===== config.mk =====
export PLATFORM = sky130hd
export DESIGN_NAME = grs_round_unit
export DESIGN_NICKNAME = d
export VERILOG_FILES = /design/src/rtl/grs_round_pkg.sv /design/src/rtl/grs_round_decide.sv /design/src/rtl/grs_round_incr.sv /design/src/rtl/grs_round_unit.sv
export SDC_FILE = /design/constraint.sdc
export NUM_CORES = 1
export LEC_CHECK = 0
export CAP_MARGIN = 0
export CORE_AREA = 3 3 51 63
export CTS_BUF_LIST = sky130_fd_sc_hd__clkbuf_8 sky130_fd_sc_hd__clkbuf_16
export CTS_CLUSTER_DIAMETER = 120
export DETAILED_ROUTE_END_ITERATION = 10
export DIE_AREA = 0 0 54 66
export PLACE_DENSITY = 0.81
export SLEW_MARGIN = 0
export SYNTH_ARGS = -nofsm -noshare
export SYNTH_HDL_FRONTEND = slang
export SYNTH_SLANG_ARGS = --single-unit

===== constraint.sdc =====
create_clock -name clk -period 14.7 [get_ports clk]
set_clock_uncertainty 0.15 [all_clocks]
set_input_delay 4.41 -clock clk [delete_from_list [all_inputs] [get_ports clk]]
set_output_delay 4.41 -clock clk [all_outputs]
set_load 0.01 [all_outputs]

===== src/rtl/grs_round_pkg.sv =====
package grs_round_pkg;

  typedef enum logic [1:0] {
    RM_NEAREST  = 2'b00,
    RM_TO_ZERO  = 2'b01,
    RM_TO_NEG   = 2'b10,
    RM_TO_POS   = 2'b11
  } round_mode_e;

  // any discarded precision
  function automatic logic lost_bits(input logic g, input logic r, input logic s);
    return g | r | s;
  endfunction

  // nearest-even decision: needs guard, then either more below it or an odd lsb
  function automatic logic nearest_bump(input logic g, input logic r, input logic s,
                                        input logic lsb);
    return g & (r | s | lsb);
  endfunction

  // full increment decision for a given mode
  function automatic logic bump_for_mode(input round_mode_e mode, input logic g,
                                         input logic r, input logic s,
                                         input logic lsb, input logic neg);
    logic any;
    any = lost_bits(g, r, s);
    case (mode)
      RM_NEAREST: return nearest_bump(g, r, s, lsb);
      RM_TO_ZERO: return 1'b0;
      RM_TO_NEG:  return any & neg;
      RM_TO_POS:  return any & ~neg;
      default:    return 1'b0;
    endcase
  endfunction

endpackage


===== src/rtl/grs_round_decide.sv =====
module grs_round_decide
  import grs_round_pkg::*;
(
  input  logic        guard_bit,
  input  logic        round_bit,
  input  logic        sticky_bit,
  input  logic        lsb_bit,
  input  logic        sign_bit,
  input  logic [1:0]  mode,
  output logic        bump,
  output logic        inexact
);

  round_mode_e mode_e;

  always_comb begin
    mode_e  = round_mode_e'(mode);
    inexact = lost_bits(guard_bit, round_bit, sticky_bit);
    bump    = bump_for_mode(mode_e, guard_bit, round_bit, sticky_bit, lsb_bit, sign_bit);
  end

endmodule


===== src/rtl/grs_round_incr.sv =====
module grs_round_incr #(
  parameter int WIDTH = 24
) (
  input  logic [WIDTH-1:0] base,
  input  logic             bump,
  output logic [WIDTH-1:0] sum,
  output logic             carry_out
);

  logic [WIDTH:0] chain;

  assign chain[0] = bump;

  // ripple of half adders, one per mantissa bit
  for (genvar i = 0; i < WIDTH; i++) begin : g_bit
    assign sum[i]     = base[i] ^ chain[i];
    assign chain[i+1] = base[i] & chain[i];
  end

  assign carry_out = chain[WIDTH];

endmodule


===== src/rtl/grs_round_unit.sv =====
module grs_round_unit
  import grs_round_pkg::*;
#(
  parameter int MANT_W = 24
) (
  input  logic              clk,
  input  logic              rst_n,
  input  logic [MANT_W+1:0] in_mant,
  input  logic              in_sticky,
  input  logic              in_sign,
  input  logic [1:0]        in_mode,
  output logic [MANT_W-1:0] out_mant,
  output logic              out_carry,
  output logic              out_rounded_up,
  output logic              out_inexact
);

  localparam int GRS_DROP = 2;
  localparam int IN_W     = MANT_W + GRS_DROP;

  // named internal events for the assertions
  logic [MANT_W-1:0] shifted_w;
  logic [MANT_W-1:0] sum_w;
  logic              bump_w;
  logic              inexact_w;
  logic              carry_w;
  logic              guard_w;
  logic              round_w;

  assign shifted_w = in_mant[IN_W-1:GRS_DROP];
  assign guard_w   = in_mant[1];
  assign round_w   = in_mant[0];

  grs_round_decide u_decide (
    .guard_bit  (guard_w),
    .round_bit  (round_w),
    .sticky_bit (in_sticky),
    .lsb_bit    (shifted_w[0]),
    .sign_bit   (in_sign),
    .mode       (in_mode),
    .bump       (bump_w),
    .inexact    (inexact_w)
  );

  grs_round_incr #(.WIDTH(MANT_W)) u_incr (
    .base      (shifted_w),
    .bump      (bump_w),
    .sum       (sum_w),
    .carry_out (carry_w)
  );

  always_ff @(posedge clk) begin
    if (!rst_n) begin
      out_mant       <= '0;
      out_carry      <= 1'b0;
      out_rounded_up <= 1'b0;
      out_inexact    <= 1'b0;
    end else begin
      out_mant       <= sum_w;
      out_carry      <= carry_w;
      out_rounded_up <= bump_w;
      out_inexact    <= inexact_w;
    end
  end

  // an increment never happens without lost precision
  assert_exact_no_bump_R3: assert property (@(posedge clk) disable iff (!rst_n)
    out_rounded_up |-> out_inexact);

  assert_inexact_tracks_grs_R4: assert property (@(posedge clk) disable iff (!rst_n)
    (guard_w | round_w | in_sticky) |=> out_inexact);

  assert_nearest_guard_low_R5: assert property (@(posedge clk) disable iff (!rst_n)
    (in_mode == 2'b00 && !guard_w) |=> !out_rounded_up);

  assert_to_zero_never_R6: assert property (@(posedge clk) disable iff (!rst_n)
    (in_mode == 2'b01) |=> !out_rounded_up);

  assert_directed_sign_R7: assert property (@(posedge clk) disable iff (!rst_n)
    ((in_mode == 2'b10 && !in_sign) || (in_mode == 2'b11 && in_sign)) |=> !out_rounded_up);

  assert_carry_wraps_R8: assert property (@(posedge clk) disable iff (!rst_n)
    out_carry |-> (out_mant == '0 && out_rounded_up));

  assert_mant_holds_without_bump_R9: assert property (@(posedge clk) disable iff (!rst_n)
    !bump_w |=> (out_mant == $past(shifted_w)));

endmodule


* After elaboration in Yosys (flattened, before gate mapping)
Index checks and enable logic that the tools add are counted.
** Cells by class
- Muxes and demuxes :: 1
- Reductions and logical operators :: 1
- Bitwise logic cells :: 56
- Equal/unequal tests :: 3
** Operator list (count)
- 1-bit AND :: 27
- 1-bit bitwise XOR :: 24
- 2-bit == test (second input constant) :: 2
- 1-bit bitwise OR :: 4
- 1-bit case mux with 4 select lines :: 1
- 2-bit by 1-bit == test with 1-bit output (second input constant) :: 1
- 2-bit zero test :: 1
- 1-bit NOT :: 1
** Storage, ports and cells
- Input port bits :: 32
- Register bits :: 27

* Longest topological paths before layout
Gate-level depths: netlist (run 1).
- Depth after elaboration :: 28
- Gate-level depth with buffers :: 28
- Gate-level depth less buffers :: 28

* Hierarchy
A second synthesis (run 1) with hierarchy kept.
** Unflattened totals
- Cells, all modules :: 87
- Area, all modules :: 1109.8 um2
** Modules (own cells, without submodules)
- grs_round_unit :: cells an instance 56, instances 1, seq. area each 540.5 um2, area each 758.2 um2
- grs_round_incr :: cells an instance 24, instances 1, seq. area each 0.0 um2, area each 300.3 um2
- grs_round_decide :: cells an instance 7, instances 1, seq. area each 0.0 um2, area each 51.3 um2

* Worst setup path before layout (run 1)
Ideal clock, no wire load.
- Path kind :: in2reg
- Start point :: input in_mant[0]
- End point :: register out_mant[23]
- Setup time :: 0.115 ns
- Cell stages on the path :: 28
- Setup slack :: 5.290 ns
- Buffers on the path :: 0
- Arrival time :: 9.145 ns
- Path through :: nor3_1 > nand3b_1 > nand2_1 > ha_1 > ha_1 > ha_1 > ha_1 > ha_1 > ha_1 > ha_1 > ha_1 > ha_1 > ha_1 > ha_1 > ha_1 > ha_1 > ha_1 > ha_1 > ha_1 > ha_1 > ha_1 > ha_1 > ha_1 > ha_1 > ha_1 > ha_1 > ha_1 > and2_1
** On the way
- Longest elaborated chain between the ends :: 28
- Elaborated cells on any way between the ends :: 32
- Classes of those cells :: 1 x mux; 31 x bitwise
** RTL lines
- from (decl) :: line grs_round_unit.sv:8 : input logic [MANT_W+1:0] in_mant,
- 1-bit bitwise OR (on tied branches) (2 in series) :: line grs_round_pkg.sv:12, grs_round_pkg.sv:18
- 1-bit AND (on tied branches) :: line grs_round_pkg.sv:31, grs_round_pkg.sv:18, grs_round_pkg.sv:30
- 1-bit case mux with 4 select lines (*) :: line grs_round_pkg.sv:27 : case (mode)
- via bump_w :: line grs_round_unit.sv:24 : logic bump_w;
- 1-bit AND (*) (23 in series) :: line grs_round_incr.sv:17 : assign chain[i+1] = base[i] & chain[i];
- 1-bit bitwise XOR (*) :: line grs_round_incr.sv:16 : assign sum[i] = base[i] ^ chain[i];
- via sum_w[23] :: line grs_round_unit.sv:23 : logic [MANT_W-1:0] sum_w;
- to (signal assigned) :: line grs_round_unit.sv:59 : out_mant <= sum_w;
- to (decl) :: line grs_round_unit.sv:12 : output logic [MANT_W-1:0] out_mant,
The timed path passes the listed nets; every way through them passes the cells marked *.
A chain may end at the register's enable or synchronous reset.

* Worst setup path in the final report (run 1)
Same ends and word-level chain as after synthesis.

==> impl_metrics.tcl, run 1 <==
set metrics [dict create \
    ctsLongestPathBuffers 2 \
    seq_area_um2 541 \
    clock_sinks 27 \
    port_buffers 58 \
    synth.top_cells.by_area "dfxtp_1 51%, ha_1 28%, and2_1 15%" \
    cp_slowest_cell "clkdlybuf4s50_1" \
    htreeDepth 1 \
    cts_setup_buffers 0 \
    path_clk_slew_ns 0.09 \
    dieWidth_um 54 \
    slew_headroom_pct 57.2 \
    setup_ws_ns 4.74 \
    post-dp-hpwl_mm 1.80 \
    syn-mean-instance-area_um2 12.3 \
    nFillCells 223 \
    antenna-diode-count 0 \
    totalWireLength_mm 2.30 \
    wire_per_inst_um 12.8 \
    grt_overflow_total 0 \
    drc 0 \
    hold_class "input pin to flop" \
    start_util_pct 39.1 \
    die-area_um2 3560 \
    antenna_left 0 \
    via_per_inst 4.48 \
    numCtsBuffers 3 \
    vias 806 \
    synthCells 86 \
    io_pins 59 \
    grt_antenna_before_repair 0 \
    max_stage_delay_ns 0.43 \
    grt_setup_unrepaired "false" \
    critPathKind "input pin to flop" \
    dp_slack_ns 4.49 \
    core_area_um2 2710 \
    hold_viol 0 \
    setup_violations 0 \
    firstDrtPassIters 2 \
    place_congestion 0.634 \
    fin_tns_setup_ns 0 \
    yosys.cell_types.count 12 \
    hold_ws_ns 4.65 \
    yosysTopAreaCellShare_pct 51.1 \
    leakage_nw 0.775 \
    cp.required_ns 14.71 \
    cts_resized 0 \
    dp.cells 176 \
    multiInputGateArea_um2 508 \
    crit_arrival_ns 9.97 \
    syn2layout_area_growth_pct 62.2 \
    num_rows 21 \
    status "finished, final reports clean" \
    crit_top_cell "ha_1" \
    grt_pass1_vias 884 \
    synth.net_count 142 \
    grt_use_total_pct 13.7 \
    crit_fanout 2 \
    ys_warn_count 0 \
    worstSetupStartpointType "input pin" \
    cts_tree "done" \
    worst_slew_pin_slew_ns 0.640 \
    maxCapViolations 0 \
    fmax_mhz 100 \
    hold_buffers 0 \
    cts-root-buf "clkbuf_8" \
    grt_pass1_wl_mm 3.57 \
    yosysTopAreaCell "dfxtp_1" \
    grt_max_degree 28 \
    seq_area_frac_synth_pct 51.1 \
    drive_gt1_share_pct 2.05 \
    drt-initial-drc-count 9 \
    finalPower_mw 0.144 \
    layout.cells.non_filler 180 \
    power_density_nw_per_um2 83.8 \
    ys_ff_latch 27 \
    synth_area_um2 1060 \
    nets 203 \
    dieHeight_um 66 \
    drv_slew 0 \
    end_kind "flop" \
    period_minus_slack_ns 9.96 \
    ir_drop_mv 0.0515 \
    fin_crit_sh_pct 67.7 \
]
-- power breakdown --
part / leakage [nW] / total, mW / internal (mW) / switching (mW)
clock network: 0.0269 / 0.0400 / 0.0187 / 0.0213
logic: 0.523 / 0.0254 / 0.0172 / 0.00819
registers: 0.225 / 0.0784 / 0.0773 / 0.00106
-- Yosys cell counts --
cell and count:
nor3_1 1, and2_1 25, nor2_1 1, buf_2 2
nand2_1 1, o311ai_1 1, a21boi_1 1, ha_1 24
nor2b_1 1, dfxtp_1 27, nand3b_1 1, xor2_1 1
-- cells by family (layout without fill, tap and decap cells) --
group	Yosys count	in the layout	share of synthesized area, %
XOR/XNOR	1	1	0.828
buffers and inverters	2	62	0.946
AO/OA/AOI/OAI	2	2	1.54
AND/OR/NAND/NOR	30	30	17.3
adder cells (fa/ha/maj)	24	24	28.4
flip-flops	27	27	51.1
-- cell type report --
cell class,instances,area share (%)
repair buffers,58,33.8
well taps,34,2.48
flip-flops and latches,27,31.5
clock buffers,3,2.41
multi-input cells,57,29.6
clock inverters,1,0.219
-- flip-flops by register name, indices dropped and copies added (netlist names) --
name and count:
out_mant 24, out_carry 1, out_inexact 1, out_rounded_up 1
-- metrics by stage --
step / util (%) / instance area (um^2)
3_3_place_gp: 61.8 / 1670
4_1_cts: 63.4 / 1720
2_1_floorplan: - / 1060
5_1_grt: 63.4 / 1720
6_report: 63.4 / 1720
3_5_place_dp: 61.8 / 1670
-- cell usage in the layout (no fill, tap or decap) --
master and count:
nand2_1 1, nor2_1 1, o311ai_1 1, clkbuf_8 3, nand3b_1 1, and2_1 25, a21boi_1 1, ha_1 24
inv_1 1, nor3_1 1, nor2b_1 1, xor2_1 1, dfxtp_1 27, clkdlybuf4s50_1 58
-- path summary, 6_finish.rpt --
check	startpoint	end	slack [ns]	cells after the start
max	in_mant[0]	out_mant[23]	4.74	29
min	in_mant[1]	out_rounded_up	4.65	3
-- critical path, delay by kind of cell --
kind,cells,cell delay [ns]
adders and majority gates,24,4.52
and+or+nand+nor,4,0.63
buffers and inverters,1,0.43
-- routing by layer --
layer	track usage, %	share of wire [%]	up-vias
li1	-	-	406
met1	12.3	35	359
met2	26.2	52	39
met3	4.97	13	2
met4	5.61	0.83	0
met5	0	0	-
Note: power is estimated with default switching activity, not from simulation.
==> inputs of run 2 (changes only) <==
--- a/config.mk
+++ b/config.mk
@@ -6,12 +6,12 @@
 export NUM_CORES = 1
 export LEC_CHECK = 0
 export CAP_MARGIN = 0
-export CORE_AREA = 3 3 51 63
+export CORE_AREA = 3 3 55 68
 export CTS_BUF_LIST = sky130_fd_sc_hd__clkbuf_8 sky130_fd_sc_hd__clkbuf_16
 export CTS_CLUSTER_DIAMETER = 120
 export DETAILED_ROUTE_END_ITERATION = 10
-export DIE_AREA = 0 0 54 66
-export PLACE_DENSITY = 0.81
+export DIE_AREA = 0 0 58 71
+export PLACE_DENSITY = 0.73
 export SLEW_MARGIN = 0
 export SYNTH_ARGS = -nofsm -noshare
 export SYNTH_HDL_FRONTEND = slang
==> constraint.sdc (replaced) <==
create_clock -name clk -period 8.4 [get_ports clk]
set_clock_uncertainty 0.15 [all_clocks]
set_input_delay 2.52 -clock clk [delete_from_list [all_inputs] [get_ports clk]]
set_output_delay 2.52 -clock clk [all_outputs]
set_load 0.01 [all_outputs]
==> run 2 against run 1 <==
Die area up 16%; clock power up 78%; highest routed layer is now met3; flip-flop and latch count unchanged; largest power group unchanged; total power up 76%; non-clock buffer count unchanged; first-iteration DRC count unchanged; design area up 0.22%; hold slack worse by 1.9 ns; routed wire length down 9.7%; via count down 1.6%; clock-buffer cell count unchanged; critical path depth unchanged.
==> impl_metrics.tcl, run 2 (synthesis gave the netlist of run 1 again) <==
set metrics [dict create \
    nets 203 \
    antenna_left 0 \
    dp_slack_ns 0.0690 \
    power_frac_comb_pct 17.6 \
    post_dp_cell_area_um2 1680 \
    cp_slowest_cell "clkdlybuf4s50_1" \
    die-area_um2 4120 \
    port_buffers 58 \
    fin_crit_sh_pct 95.3 \
    end_kind "flop" \
    io_pins 59 \
    grt_antenna_before_repair 0 \
    worstSetupStartpointType "input pin" \
    largest_reg_flops 24 \
    num_rows 23 \
    totalWireLength_mm 2.07 \
    finalPower_mw 0.253 \
    cts-root-buf "clkbuf_8" \
    leakage_nw 0.775 \
    slew_headroom_pct 54.8 \
    cts_resized 0 \
    dieWidth_um 58 \
    final_cell_area_um2 1720 \
    largest-register "out_mant" \
    grt_overflow_total 0 \
    status "finished, final reports clean" \
    vias 793 \
    core_area_um2 3220 \
    pwr-share-clk_pct 28.2 \
    path_clk_slew_ns 0.09 \
    final_cell_mix "58 x clkdlybuf4s50_1, 27 x dfxtp_1, 25 x and2_1, 24 x ha_1, 3 x clkbuf_8" \
    setup_ws_ns 0.391 \
    fmax_mhz 125 \
    numCtsBuffers 3 \
    firstDrtPassIters 4 \
    grt_use_total_pct 10.8 \
    p_int_mw 0.198 \
    cp.required_ns 8.41 \
    power.switching_mw 0.0544 \
    grt_setup_unrepaired "false" \
    max_stage_delay_ns 0.42 \
    grt_pass1_wl_mm 3.55 \
    crit_fanout 2 \
    ir_drop_mv 0.0833 \
    crit_arrival_ns 8.02 \
    worst_slew_pin_slew_ns 0.676 \
    drc 0 \
    start_util_pct 32.8 \
    netSwitchingFraction_pct 21.5 \
    cts_tree "done" \
    period_minus_slack_ns 8.01 \
    hold_depth 3 \
    hold_class "input pin to flop" \
    drt-initial-drc-count 9 \
    syn2layout_area_growth_pct 62.5 \
    via_per_inst 4.33 \
    critPathKind "input pin to flop" \
    place_congestion 0.625 \
    cts_setup_buffers 0 \
    fin_tns_setup_ns 0 \
    grt_pass1_vias 849 \
    power_density_nw_per_um2 147 \
    hold_buffers 0 \
    ctsLongestPathBuffers 2 \
    htreeDepth 1 \
    clock_sinks 27 \
    dieHeight_um 71 \
    post-dp-hpwl_mm 1.68 \
    drv_slew 0 \
    antenna-diode-count 0 \
    maxCapViolations 0 \
    wire_per_inst_um 11.3 \
    crit_top_cell "ha_1" \
    dp.cells 179 \
    power_frac_seq_pct 54.3 \
    final_common_cell "clkdlybuf4s50_1" \
    setup_violations 0 \
    drive_gt1_share_pct 2.05 \
    hold_viol 0 \
    grt_max_degree 28 \
    layout.cells.non_filler 183 \
]
==> run 2: final cells by class <==
| class | count | area, um^2 |
|---|---|---|
| Fill cell | 303 | 1500 |
| Timing Repair Buffer | 58 | 581 |
| Sequential cell | 27 | 541 |
| Multi-Input combinational cell | 57 | 508 |
| Tap cell | 37 | 46.3 |
| Clock buffer | 3 | 41.3 |
| Clock inverter | 1 | 3.75 |
==> run 2: power groups by stage <==
stage | clock network (mW) | logic, mW | registers [mW]
global placement | 0 | 0.0440 | 0.140
CTS | 0.0753 | 0.0453 | 0.137
global route | 0.0785 | 0.0494 | 0.138
detailed placement | 0 | 0.0450 | 0.140
finish | 0.0711 | 0.0444 | 0.137
floorplan | 0 | 0.00874 | 0.144
==> run 2: worst max-delay path: cells and delay by family <==
kind,cells,cell delay (ns)
simple gates,4,0.64
buf+inv,1,0.42
fa+ha+maj,24,4.46
==> run 2: per-layer routing <==
layer  vias to the layer above  global-route usage, %  part of all wire (%)
li1                        405                      -                     -
met1                       349                   12.3                    38
met2                        39                   17.6                    47
met3                         0                   5.66                    15
met4                         0                   3.09                     0
met5                         -                      0                     0
==> run 2: worst paths after layout <==
path	start	endpoint	slack, ns
setup / recovery	in_mant[0]	out_mant[23]	0.39
hold / removal	in_mant[1]	out_rounded_up	2.74
==> run 2: through the flow <==
step,util [%],hold slack (ns)
after floorplan,-,2.49
after global placement,52.0,3.01
after detailed placement,52.0,3.03
after CTS,53.4,2.74
after global routing,53.4,2.75
final,53.4,2.74
==> inputs of run 3 (changes only) <==
--- a/config.mk
+++ b/config.mk
@@ -11,7 +11,7 @@
 export CTS_CLUSTER_DIAMETER = 120
 export DETAILED_ROUTE_END_ITERATION = 10
 export DIE_AREA = 0 0 58 71
-export PLACE_DENSITY = 0.73
+export PLACE_DENSITY_LB_ADDON = 0.05
 export SLEW_MARGIN = 0
 export SYNTH_ARGS = -nofsm -noshare
 export SYNTH_HDL_FRONTEND = slang
==> run 3 against run 2 <==
Die area unchanged; sequential share of layout area unchanged; critical path depth unchanged; design area unchanged; fmax up 0.51%; largest power group unchanged; highest routed layer is now met4.
==> impl_metrics.tcl, run 3 (synthesis gave the netlist of run 1 again) <==
set metrics [dict create \
    status "finished, final reports clean" \
    drc 0 \
    grt_antenna_before_repair 0 \
    numCtsBuffers 3 \
    io_pins 59 \
    fmax_mhz 125 \
    die-area_um2 4120 \
    grt_pass1_wl_mm 3.51 \
    largest_reg_flops 24 \
    antenna-diode-count 0 \
    vias 796 \
    dr_wl_met3_um 238 \
    antenna_left 0 \
    dieHeight_um 71 \
    dp.cells 179 \
    grt_overflow_total 0 \
    critPathKind "input pin to flop" \
    worst_slew_pin_slew_ns 0.697 \
    grt_setup_unrepaired "false" \
    final_cell_mix "58 x clkdlybuf4s50_1, 27 x dfxtp_1, 25 x and2_1, 24 x ha_1, 3 x clkbuf_8" \
    finalPower_mw 0.251 \
    dp_slack_ns 0.112 \
    totalWireLength_mm 2.09 \
    firstDrtPassIters 4 \
    grt_max_degree 28 \
    seq_area_um2 541 \
    cp_slowest_cell "clkdlybuf4s50_1" \
    nFillCells 306 \
    grt_use_total_pct 11.0 \
    crit_arrival_ns 7.97 \
    crit_fanout 2 \
    path_clk_slew_ns 0.09 \
    clock_sinks 27 \
    leakage_nw 0.775 \
    start_util_pct 32.8 \
    cts_resized 0 \
    final_common_cell "clkdlybuf4s50_1" \
    cts-root-buf "clkbuf_8" \
    fin_tns_setup_ns 0 \
    dieWidth_um 58 \
    port_buffers 58 \
    max_stage_delay_ns 0.41 \
    syn2layout_area_growth_pct 62.5 \
    cp.required_ns 8.41 \
    grt_pass1_vias 854 \
    power_density_nw_per_um2 146 \
    num_rows 23 \
    slew_headroom_pct 53.4 \
    drt-initial-drc-count 14 \
    multiInputGateArea_um2 508 \
    wire_per_inst_um 11.4 \
    top_layer_used "met4" \
    largest-register "out_mant" \
    via_per_inst 4.35 \
    hold_class "input pin to flop" \
    worstSetupStartpointType "input pin" \
    period_minus_slack_ns 7.97 \
    core_area_um2 3220 \
    met1_length_um 798 \
    end_kind "flop" \
    setup_ws_ns 0.432 \
    htreeDepth 1 \
    place_congestion 0.625 \
    fin_crit_sh_pct 94.9 \
    post-dp-hpwl_mm 1.72 \
    maxCapViolations 0 \
    crit_top_cell "ha_1" \
    setup_violations 0 \
    drv_slew 0 \
    layout.cells.non_filler 183 \
    cts_setup_buffers 0 \
    nets 203 \
    ctsLongestPathBuffers 2 \
    cts_tree "done" \
    wl_met2_mm 1.03 \
    hold_buffers 0 \
    drive_gt1_share_pct 2.05 \
    hold_viol 0 \
    ir_drop_mv 0.0867 \
]
## run 3: cell counts in the layout (fill, tap and decap cells not counted)
No cell type changed its count.
## run 3: routing by layer
metal  GRT usage, %  vias up
met5              0        -
met4           3.87        0
met3           4.93        2
met2           19.7       35
met1           10.9      353
li1               -      406
## run 3: worst paths after layout
kind	from	endpoint	slack [ns]	cells after the start
worst max-delay path	in_mant[0]	out_mant[23]	0.43	29
worst min-delay path	in_mant[1]	out_rounded_up	2.73	3
## run 3: through the flow
stage          instance area (um^2)  hold WS (ns)  utilization, %
3_3_place_gp                   1680          3.00            52.0
6_report                       1720          2.73            53.4
4_1_cts                        1720          2.73            53.4
2_1_floorplan                  1060          2.49               -
3_5_place_dp                   1680          3.02            52.0
5_1_grt                        1720          2.76            53.4
## run 3: where the power goes
group	internal [mW]	switching, mW	leakage (nW)
Combinational	0.0301	0.0140	0.523
Clock	0.0326	0.0368	0.0269
Sequential	0.135	0.00172	0.225
Total	0.198	0.0525	0.775
## run 3: final cells by class
| cell class | instances | share of cell area, % |
|---|---|---|
| tap | 37 | 2.69 |
| clock inverter | 1 | 0.218 |
| clock buffer | 3 | 2.40 |
| sequential | 27 | 31.4 |
| multi-input combinational | 57 | 29.5 |
| timing repair buffer | 58 | 33.7 |
## run 3: critical path, delay by kind of cell
family,cells,cell delay (ns)
and+or+nand+nor,4,0.62
buffers and inverters,1,0.41
adders and majority gates,24,4.41
